File: src/rtl/adc_scan_seq_pkg.sv
package adc_scan_seq_pkg;

    localparam int NUM_CH = 4;
    localparam int CIDX_W = $clog2(NUM_CH);

    // Index of the last channel converted in one sample.
    function automatic logic [CIDX_W-1:0] last_index(input logic hi_res,
                                                     input logic [1:0] cnt);
        logic [CIDX_W-1:0] r;
        if (hi_res)          r = '0;
        else if (cnt[1])     r = CIDX_W'(NUM_CH - 1);
        else if (cnt[0])     r = CIDX_W'(1);
        else                 r = '0;
        return r;
    endfunction

endpackage

File: src/rtl/adc_scan_pick.sv
// Finds the lowest set mask bit at or above a start index, wrapping.
module adc_scan_pick #(
    parameter int N_IN  = 32,
    parameter int SEL_W = $clog2(N_IN)
) (
    input  logic [N_IN-1:0]  mask,
    input  logic [SEL_W-1:0] start,
    output logic [SEL_W-1:0] pick
);
    logic [2*N_IN-1:0] dbl;
    logic [N_IN-1:0]   rot;
    logic [SEL_W-1:0]  offset;

    always_comb begin
        dbl    = {mask, mask};
        rot    = N_IN'(dbl >> start);
        offset = '0;
        for (int i = N_IN - 1; i >= 0; i--) begin
            if (rot[i]) offset = SEL_W'(i);
        end
        pick = (mask == '0) ? '0 : SEL_W'(start + offset);
    end
endmodule

File: src/rtl/adc_chan_select.sv
// Produces the per-channel input codes for the current sample.
module adc_chan_select
    import adc_scan_seq_pkg::*;
#(
    parameter int SEL_W = 5
) (
    input  logic                    phase_b,
    input  logic                    scan_en,
    input  logic [SEL_W-1:0]        scan_code,
    input  logic [SEL_W-1:0]        ch0_pos_a,
    input  logic                    ch0_neg_a,
    input  logic [SEL_W-1:0]        ch0_pos_b,
    input  logic                    ch0_neg_b,
    input  logic                    grp_pos_a,
    input  logic [1:0]              grp_neg_a,
    input  logic                    grp_pos_b,
    input  logic [1:0]              grp_neg_b,
    output logic [NUM_CH*SEL_W-1:0] ch_pos,
    output logic [NUM_CH*SEL_W-1:0] ch_neg,
    output logic [NUM_CH-1:0]       ch_neg_ref
);
    logic       ch0_neg_sel;
    logic       grp_pos;
    logic [1:0] grp_neg;

    always_comb begin
        ch0_neg_sel = phase_b ? ch0_neg_b : ch0_neg_a;
        grp_pos     = phase_b ? grp_pos_b : grp_pos_a;
        grp_neg     = phase_b ? grp_neg_b : grp_neg_a;
    end

    // Channel 0: scan replaces the set-A positive select only.
    always_comb begin
        if (phase_b)       ch_pos[SEL_W-1:0] = ch0_pos_b;
        else if (scan_en)  ch_pos[SEL_W-1:0] = scan_code;
        else               ch_pos[SEL_W-1:0] = ch0_pos_a;
        ch_neg_ref[0]     = ~ch0_neg_sel;
        ch_neg[SEL_W-1:0] = ch0_neg_sel ? SEL_W'(1) : '0;
    end

    for (genvar k = 1; k < NUM_CH; k++) begin : g_grp
        always_comb begin
            ch_pos[k*SEL_W +: SEL_W] = grp_pos ? SEL_W'(k + 2) : SEL_W'(k - 1);
            ch_neg_ref[k]            = ~grp_neg[1];
            if (!grp_neg[1])     ch_neg[k*SEL_W +: SEL_W] = '0;
            else if (grp_neg[0]) ch_neg[k*SEL_W +: SEL_W] = SEL_W'(k + 8);
            else                 ch_neg[k*SEL_W +: SEL_W] = SEL_W'(k + 5);
        end
    end
endmodule

File: src/rtl/adc_scan_seq.sv
module adc_scan_seq
    import adc_scan_seq_pkg::*;
#(
    parameter int N_IN  = 32,
    parameter int SEL_W = $clog2(N_IN)
) (
    input  logic                    clk,
    input  logic                    rst_n,
    input  logic                    enable,
    input  logic                    scan_en,
    input  logic                    alt_en,
    input  logic                    hi_res,
    input  logic [1:0]              chan_cnt,
    input  logic [SEL_W-1:0]        ch0_pos_a,
    input  logic                    ch0_neg_a,
    input  logic [SEL_W-1:0]        ch0_pos_b,
    input  logic                    ch0_neg_b,
    input  logic                    grp_pos_a,
    input  logic [1:0]              grp_neg_a,
    input  logic                    grp_pos_b,
    input  logic [1:0]              grp_neg_b,
    input  logic [N_IN-1:0]         scan_mask,
    input  logic                    advance,
    output logic [NUM_CH*SEL_W-1:0] ch_pos,
    output logic [NUM_CH*SEL_W-1:0] ch_neg,
    output logic [NUM_CH-1:0]       ch_neg_ref,
    output logic [CIDX_W-1:0]       conv_ch,
    output logic                    conv_last,
    output logic                    sample_b
);
    typedef struct packed {
        logic [SEL_W-1:0]  scan_ptr;
        logic              phase_b;
        logic [CIDX_W-1:0] conv_idx;
    } seq_state_t;

    seq_state_t st_d, st_q;

    logic [SEL_W-1:0]  scan_code;
    logic [CIDX_W-1:0] last_idx;
    logic              at_last;

    adc_scan_pick #(.N_IN(N_IN), .SEL_W(SEL_W)) u_pick (
        .mask  (scan_mask),
        .start (st_q.scan_ptr),
        .pick  (scan_code)
    );

    adc_chan_select #(.SEL_W(SEL_W)) u_sel (
        .phase_b    (st_q.phase_b),
        .scan_en    (scan_en),
        .scan_code  (scan_code),
        .ch0_pos_a  (ch0_pos_a),
        .ch0_neg_a  (ch0_neg_a),
        .ch0_pos_b  (ch0_pos_b),
        .ch0_neg_b  (ch0_neg_b),
        .grp_pos_a  (grp_pos_a),
        .grp_neg_a  (grp_neg_a),
        .grp_pos_b  (grp_pos_b),
        .grp_neg_b  (grp_neg_b),
        .ch_pos     (ch_pos),
        .ch_neg     (ch_neg),
        .ch_neg_ref (ch_neg_ref)
    );

    always_comb begin
        last_idx = last_index(hi_res, chan_cnt);
        // A count lowered mid-sample ends the sample at the next strobe.
        at_last  = (st_q.conv_idx >= last_idx);
        st_d     = st_q;
        if (!enable) begin
            st_d = '0;
        end else if (advance) begin
            if (at_last) begin
                st_d.conv_idx = '0;
                st_d.phase_b  = alt_en ? ~st_q.phase_b : 1'b0;
                if (scan_en && !st_q.phase_b)
                    st_d.scan_ptr = SEL_W'(scan_code + 1'b1);
            end else begin
                st_d.conv_idx = st_q.conv_idx + 1'b1;
            end
        end
    end

    always_ff @(posedge clk or negedge rst_n) begin
        if (!rst_n) st_q <= '0;
        else        st_q <= st_d;
    end

    assign conv_ch   = st_q.conv_idx;
    assign conv_last = at_last;
    assign sample_b  = st_q.phase_b;

endmodule

File: config.mk
export PLATFORM = sky130hd
export DESIGN_NAME = adc_scan_seq
export DESIGN_NICKNAME = d
export VERILOG_FILES = /design/src/rtl/adc_scan_seq_pkg.sv /design/src/rtl/adc_scan_pick.sv /design/src/rtl/adc_chan_select.sv /design/src/rtl/adc_scan_seq.sv
export SDC_FILE = /design/constraint.sdc
export NUM_CORES = 1
export LEC_CHECK = 0
export BUFFER_PORTS_ARGS = -buffer_cell sky130_fd_sc_hd__buf_2
export CORE_ASPECT_RATIO = 0.9
export CORE_UTILIZATION = 58
export CTS_CLUSTER_DIAMETER = 100
export DETAILED_ROUTE_END_ITERATION = 8
export GPL_TIMING_DRIVEN = 0
export HOLD_SLACK_MARGIN = 0.1
export PLACE_DENSITY = 0.84
export SYNTH_ARGS = -nofsm -noshare
export SYNTH_HDL_FRONTEND = slang
export SYNTH_HIERARCHICAL = 1
export SYNTH_SLANG_ARGS = --single-unit
File: constraint.sdc
create_clock -name clk -period 7.2 [get_ports clk]
set_input_delay 1.08 -clock clk [delete_from_list [all_inputs] [get_ports clk]]
set_output_delay 1.08 -clock clk [all_outputs]
set_load 0.01 [all_outputs]
==> results of run 1 <==
==> sequential cells by signal, summed over array words and instances, names as in the netlist <==
register,count
st_q,5
conv_ch,2
sample_b,1
==> layout make-up <==
class | instances | area (um2) | area share (%)
inverters | 17 | 63.8 | 1.06
repair buffers | 89 | 445 | 7.37
flip-flops and latches | 8 | 200 | 3.31
clock buffers | 3 | 41.3 | 0.684
multi-input cells | 437 | 4580 | 75.8
well taps | 119 | 149 | 2.46
plain buffers | 94 | 562 | 9.30
==> per-stage QoR <==
| stage | hold WS, ps | power [mW] | worst slack (ps) | utilization [%] |
|---|---|---|---|---|
| CTS | 568 | 0.955 | 220 | 69.0 |
| detailed placement | 559 | 0.894 | 235 | 68.5 |
| finish | 567 | 0.996 | 271 | 69.2 |
| global route | 604 | 1.05 | 16.2 | 69.2 |
| global placement | 555 | 0.879 | 262 | 68.5 |
| floorplan | 527 | 0.669 | 1030 | - |
==> how the worst max path moves through the flow <==
stage	start	to	slack (ps)
after floorplan	scan_mask[6]	ch_pos[4]	1030
after global placement	scan_mask[20]	ch_pos[4]	260
after detailed placement	scan_mask[20]	ch_pos[4]	230
after CTS	scan_mask[20]	ch_pos[4]	220
after global routing	scan_mask[22]	ch_pos[4]	20
final	scan_mask[22]	ch_pos[4]	270
==> routing by layer <==
metal	vias up	track usage, %
met5	-	0.592
met4	0	9.62
met3	98	15.6
met2	505	63.6
met1	2731	56.9
li1	2339	-
==> cell families (layout without fill, tap and decap cells) <==
kind of cell / Yosys count / in the layout / share of synthesized area (%)
adder cells (fa/ha/maj): 8 / 8 / 2.02
AO/OA/AOI/OAI: 100 / 100 / 14.0
buffers and inverters: 112 / 203 / 11.8
XOR/XNOR: 6 / 6 / 0.986
flip-flops: 8 / 8 / 3.76
other: 1 / 16 / 0.0704
multiplexers: 168 / 168 / 53.8
AND/OR/NAND/NOR: 139 / 139 / 13.5
==> worst register-to-register path: stages (launching register included) <==
cell and delay [ps]:
dfrtp_1 360, clkbuf_1 250, buf_2 350, buf_2 380
buf_1 600, mux2i_1 370, o21ai_0 140, a221o_1 440
or2_2 310, o31ai_1 240, a41oi_1 140, o21ai_0 310
ha_1 330, a21o_1 190, a21oi_1 190, xor2_1 110
a311o_1 320, nand2_1 110, xor2_1 220, a211oi_2 100
==> power breakdown <==
group	total, mW	switching [mW]	internal [mW]
clock	0.0564	0.0200	0.0364
sequential	0.0566	0.00728	0.0493
combinational	0.883	0.498	0.386
total	0.996	0.525	0.471
==> what timing repair did <==
item                       CTS  global route
setup endpoints to repair    0             1
gates resized for setup      0             5
hold buffers                 0             0
==> synth_stat cells, types with 9 or more instances <==
cell type  instances
mux4_2            80
mux2i_1           52
nand2_1           41
buf_4             37
nor2_1            32
clkbuf_1          26
mux2_2            24
buf_2             19
inv_1             13
o22ai_1           13
nand2b_1          10
mux4_1             9
nor3_1             9
o21ai_0            9
==> impl_metrics.py, run 1 <==
metrics = {
    "worst_hold_path": {
        "hold_depth": 2,
        "hold_end": "st_q[3]",
        "hp-start": "st_q[3]",
        "min_path_type": "reg2reg",
    },
    "routing": {
        "m1WireLength_um": 6900,
        "initialDrtViolationCount": 712,
        "dr.pass1.iters": 9,
        "wire_per_inst_um": 25.6,
        "top_layer": "met4",
        "ant_nets": 0,
        "met3WireLength_um": 3320,
        "vias": 5673,
        "wirelength_um": 19600,
        "wl_met2_um": 8730,
        "via_per_inst": 7.40,
        "route.detailed.drc": 0,
    },
    "setup_path": {
        "worstPathRequired_ps": 6120,
        "regToRegEndpoint": "st_q[7]",
        "crit_family": "compound AO/OA/AOI/OAI gates",
        "r2r_slack_ps": 1600,
        "crit_slowest_cell": "mux4_2",
        "path_cells": "buf_2 -> clkbuf_2 -> mux4_2 -> mux2_2 -> a2111o_1 -> or3_1 -> or4_1 -> a21oi_1 -> a211oi_2 -> ha_1 -> inv_1 -> fa_1 -> inv_1 -> a21o_1 -> a21oi_1 -> xor2_1 -> a311o_1 -> nand2_1 -> mux2i_1 -> o21ai_1 -> buf_2",
        "reg2reg_depth": 19,
        "cp-end-kind": "primary output",
        "path_buf_inv": 5,
        "reg2reg_from": "st_q[3]",
        "path_max_fanout": 10,
        "crit_type": "in2out",
        "path_depth": 21,
        "critPathLaunchType": "input pin",
        "critPathMaxStageDelay_ps": 550,
        "arrival_ps": 5850,
    },
    "timing": {
        "fin_worst_skew_ps": 3.55,
        "tightest_slew_ps": 725,
        "period_minus_slack_ps": 6930,
        "setup_viol": 0,
        "clock.fmax_mhz": 144,
        "slew-limit-headroom_pct": 51.7,
        "slew_viol_final": 0,
        "rsz0062_at_grt": "no",
        "hold_viol": 0,
        "fin_tns_setup_ps": 0,
        "fin_crit_sh_pct": 96.2,
    },
    "layout": {
        "finalNetCount": 717,
        "final_cell_mix": "buf_2 (108), mux4_2 (80), mux2i_1 (51), nand2_1 (41), buf_4 (37)",
        "drive_gt1_share_pct": 44.3,
        "final_cell_area_mm2": 0.00604,
        "fillers": 738,
        "diodes": 0,
        "instances_no_fill": 767,
        "layout_commonest_cell": "buf_2",
        "syn_to_final_growth_pct": 13.3,
    },
    "placement": {
        "io_buffer_count": 89,
        "hpwl_um": 15300,
        "placed_cells": 765,
        "placed_cell_area_mm2": 0.00598,
        "gp_congestion": 1.02,
    },
    "cts": {
        "clock_latency_ps": 230,
        "cts_setup_buffers": 0,
        "cts_tree": "done",
        "clkSinkCount": 8,
        "cts_root_buf": "clkbuf_8",
        "cts_buffers": 3,
        "cts.htree.levels": 1,
        "clk_path_buf_depth": 2,
        "clk_pin_slew_ps": 50,
    },
    "floorplan": {
        "rows": 32,
        "ios": 107,
        "start_util_pct": 61.1,
        "dieArea_mm2": 0.00958,
        "core_area_mm2": 0.00873,
        "die_w_um": 103,
        "fp.dieH_um": 92.9,
    },
    "synth": {
        "yosysUniqueCellTypes": 83,
        "ys.flop_type": "dfrtp_1",
        "ys_warn_count": 6,
        "synthTopCellsByArea": "mux4_2 (34%), mux2i_1 (9.8%), buf_4 (5.2%)",
        "ys_seq_elements": 8,
        "yosys.area.top_type": "mux4_2",
        "syn-cell-area_mm2": 0.00533,
        "postSynthAreaPerCell_um2": 9.83,
        "netlist.area_leader.share_pct": 33.8,
        "synthCells": 542,
        "synth_enable_flop_cells": 0,
        "ys_seq_area_share_pct": 3.76,
        "async_flop_share_pct": 100,
    },
    "power_and_ir_drop": {
        "power_leakage_nw": 2.41,
        "ir_drop_v": 0.0000986,
        "power_density_mw_per_mm2": 165,
    },
    "global_routing": {
        "gr-total-overflow": 0,
        "grt_start_max_net_pins": 11,
        "antenna_found_initial": 0,
        "grt_pass1_vias": 5299,
        "grt_usage_pct": 41.9,
        "grt_pass1_wl_um": 29900,
    },
    "run": {
        "max-cap-violations": 0,
    },
    "run_status": {
        "status": "complete, no violations",
    },
}
Power figures use the tool's default switching activity.
==> run 2, diff against run 1 <==
CORE_UTILIZATION = 24   (was 58)
PLACE_DENSITY = default   (was 0.84)
==> impl_metrics.py, run 2 (same netlist as run 1, synthesis figures left out) <==
metrics = {
    "timing": {
        "rsz0062_at_grt": "no",
        "fin_tns_setup_ps": 0,
        "clock.fmax_mhz": 145,
        "period_minus_slack_ps": 6920,
        "slew_viol_final": 0,
        "tightest_slew_ps": 717,
        "fin_worst_skew_ps": 1.41,
        "hold_viol": 0,
        "fin_crit_sh_pct": 96.1,
        "setup_viol": 0,
        "slew-limit-headroom_pct": 52.2,
    },
    "setup_path": {
        "critPathLaunchType": "input pin",
        "r2r_slack_ps": 1650,
        "path_max_fanout": 10,
        "reg2reg_from": "st_q[3]",
        "reg2reg_depth": 19,
        "crit_type": "in2out",
        "arrival_ps": 5840,
        "regToRegEndpoint": "st_q[7]",
        "cp-end-kind": "primary output",
        "worstPathRequired_ps": 6120,
    },
    "cts": {
        "clk_path_buf_depth": 2,
        "clk_pin_slew_ps": 40,
        "cts_root_buf": "clkbuf_16",
        "cts_tree": "done",
        "cts_buffers": 3,
        "cts_setup_buffers": 0,
        "clkSinkCount": 8,
        "clock_latency_ps": 230,
        "cts.htree.levels": 1,
    },
    "floorplan": {
        "dieArea_mm2": 0.0228,
        "ios": 107,
        "start_util_pct": 24.6,
        "core_area_mm2": 0.0217,
        "fp.dieH_um": 143,
        "rows": 51,
        "die_w_um": 159,
    },
    "layout": {
        "regMostFlops": "st_q",
        "final_cell_mix": "buf_2 (108), mux4_2 (80), mux2i_1 (51), nand2_1 (41), buf_4 (37)",
        "finalNetCount": 718,
        "diodes": 0,
        "syn_to_final_growth_pct": 17.8,
        "largest_reg_flops": 5,
        "layout_commonest_cell": "buf_2",
        "drive_gt1_share_pct": 44.1,
        "fin_util_pct": 28.9,
    },
    "run_status": {
        "status": "complete, no violations",
    },
    "power_and_ir_drop": {
        "power_density_mw_per_mm2": 162,
        "power_leakage_nw": 2.42,
        "ir_drop_v": 0.0000522,
    },
    "routing": {
        "via_per_inst": 5.75,
        "route.detailed.drc": 0,
        "dr.pass1.iters": 5,
        "ant_nets": 0,
        "wire_per_inst_um": 21.2,
        "vias": 5409,
        "wirelength_um": 20000,
        "initialDrtViolationCount": 657,
    },
    "placement": {
        "gp_congestion": 0.960,
        "hpwl_um": 15500,
        "io_buffer_count": 89,
    },
    "global_routing": {
        "grt_pass1_vias": 5078,
        "antenna_found_initial": 0,
        "grt_pass1_wl_um": 30300,
        "grt_usage_pct": 17.0,
        "grt_start_max_net_pins": 11,
        "gr-total-overflow": 0,
    },
    "worst_hold_path": {
        "hold_depth": 2,
        "hold_end": "st_q[3]",
        "min_path_type": "reg2reg",
        "hp-start": "st_q[3]",
    },
    "run": {
        "max-cap-violations": 0,
    },
}
==> run 2: changes by cell type in the layout (fill, tap and decap cells not counted), sizes merged <==
cell,previous run,this run
clkbuf,28,29
==> run 2: area by class of cell <==
cell class | count | area (um2)
Buffer | 95 | 564
Tap cell | 291 | 364
Sequential cell | 8 | 200
Timing Repair Buffer | 89 | 445
Fill cell | 2299 | 15400
Clock buffer | 3 | 75.1
Multi-Input combinational cell | 437 | 4570
Inverter | 17 | 63.8
==> run 2: per-stage QoR <==
stage	setup slack [ps]	power, mW	cell area, um2	instances	hold WS [ps]
finish	281	1.01	6280	940	570
global route	25.7	1.08	6280	940	603
CTS	223	0.995	6270	940	572
detailed placement	216	0.898	6200	937	566
global placement	227	0.892	6200	937	558
floorplan	1030	0.669	5390	557	527
==> run 2: critical path, cell delays in order <==
cell and delay (ps):
buf_2 100, clkbuf_1 320, mux4_2 600, mux2i_2 270, nor2_1 70, a2111o_1 470, or3_1 440, or4_1 510
a21oi_1 160, a211oi_2 120, ha_1 220, inv_1 70, fa_1 190, inv_1 50, a21o_1 140, a21oi_1 170
xor2_1 100, a311o_1 320, nand2_1 120, mux2i_1 80, o21ai_1 100, buf_2 140
==> run 2: worst max-delay path by stage <==
| stage | endpoint | cells past startpoint | from |
|---|---|---|---|
| after CTS | ch_pos[4] | 22 | scan_mask[25] |
| final | ch_pos[4] | 22 | scan_mask[28] |
| after floorplan | ch_pos[4] | 19 | scan_mask[6] |
| after global placement | ch_pos[4] | 22 | scan_mask[1] |
| after detailed placement | ch_pos[4] | 22 | scan_mask[25] |
| after global routing | ch_pos[4] | 22 | scan_mask[28] |
==> run 2: timing repair <==
item	in CTS	in global routing
hold buffers	0	0
setup endpoints to repair	0	1
gates resized for setup	0	2
==> run 2: layer usage <==
metal	global-route usage, %	vias to the layer above	share of wire, %
li1	-	2340	-
met1	22.1	2605	38
met2	27.1	386	46
met3	3.75	78	12
met4	7.64	0	4.4
met5	0	-	0
==> run 2: where the power goes <==
| part | leakage, nW | switching, mW | internal, mW | total, mW |
|---|---|---|---|---|
| Combinational | 2.28 | 0.481 | 0.384 | 0.866 |
| Sequential | 0.109 | 0.00793 | 0.0494 | 0.0573 |
| Clock | 0.0370 | 0.0198 | 0.0714 | 0.0912 |
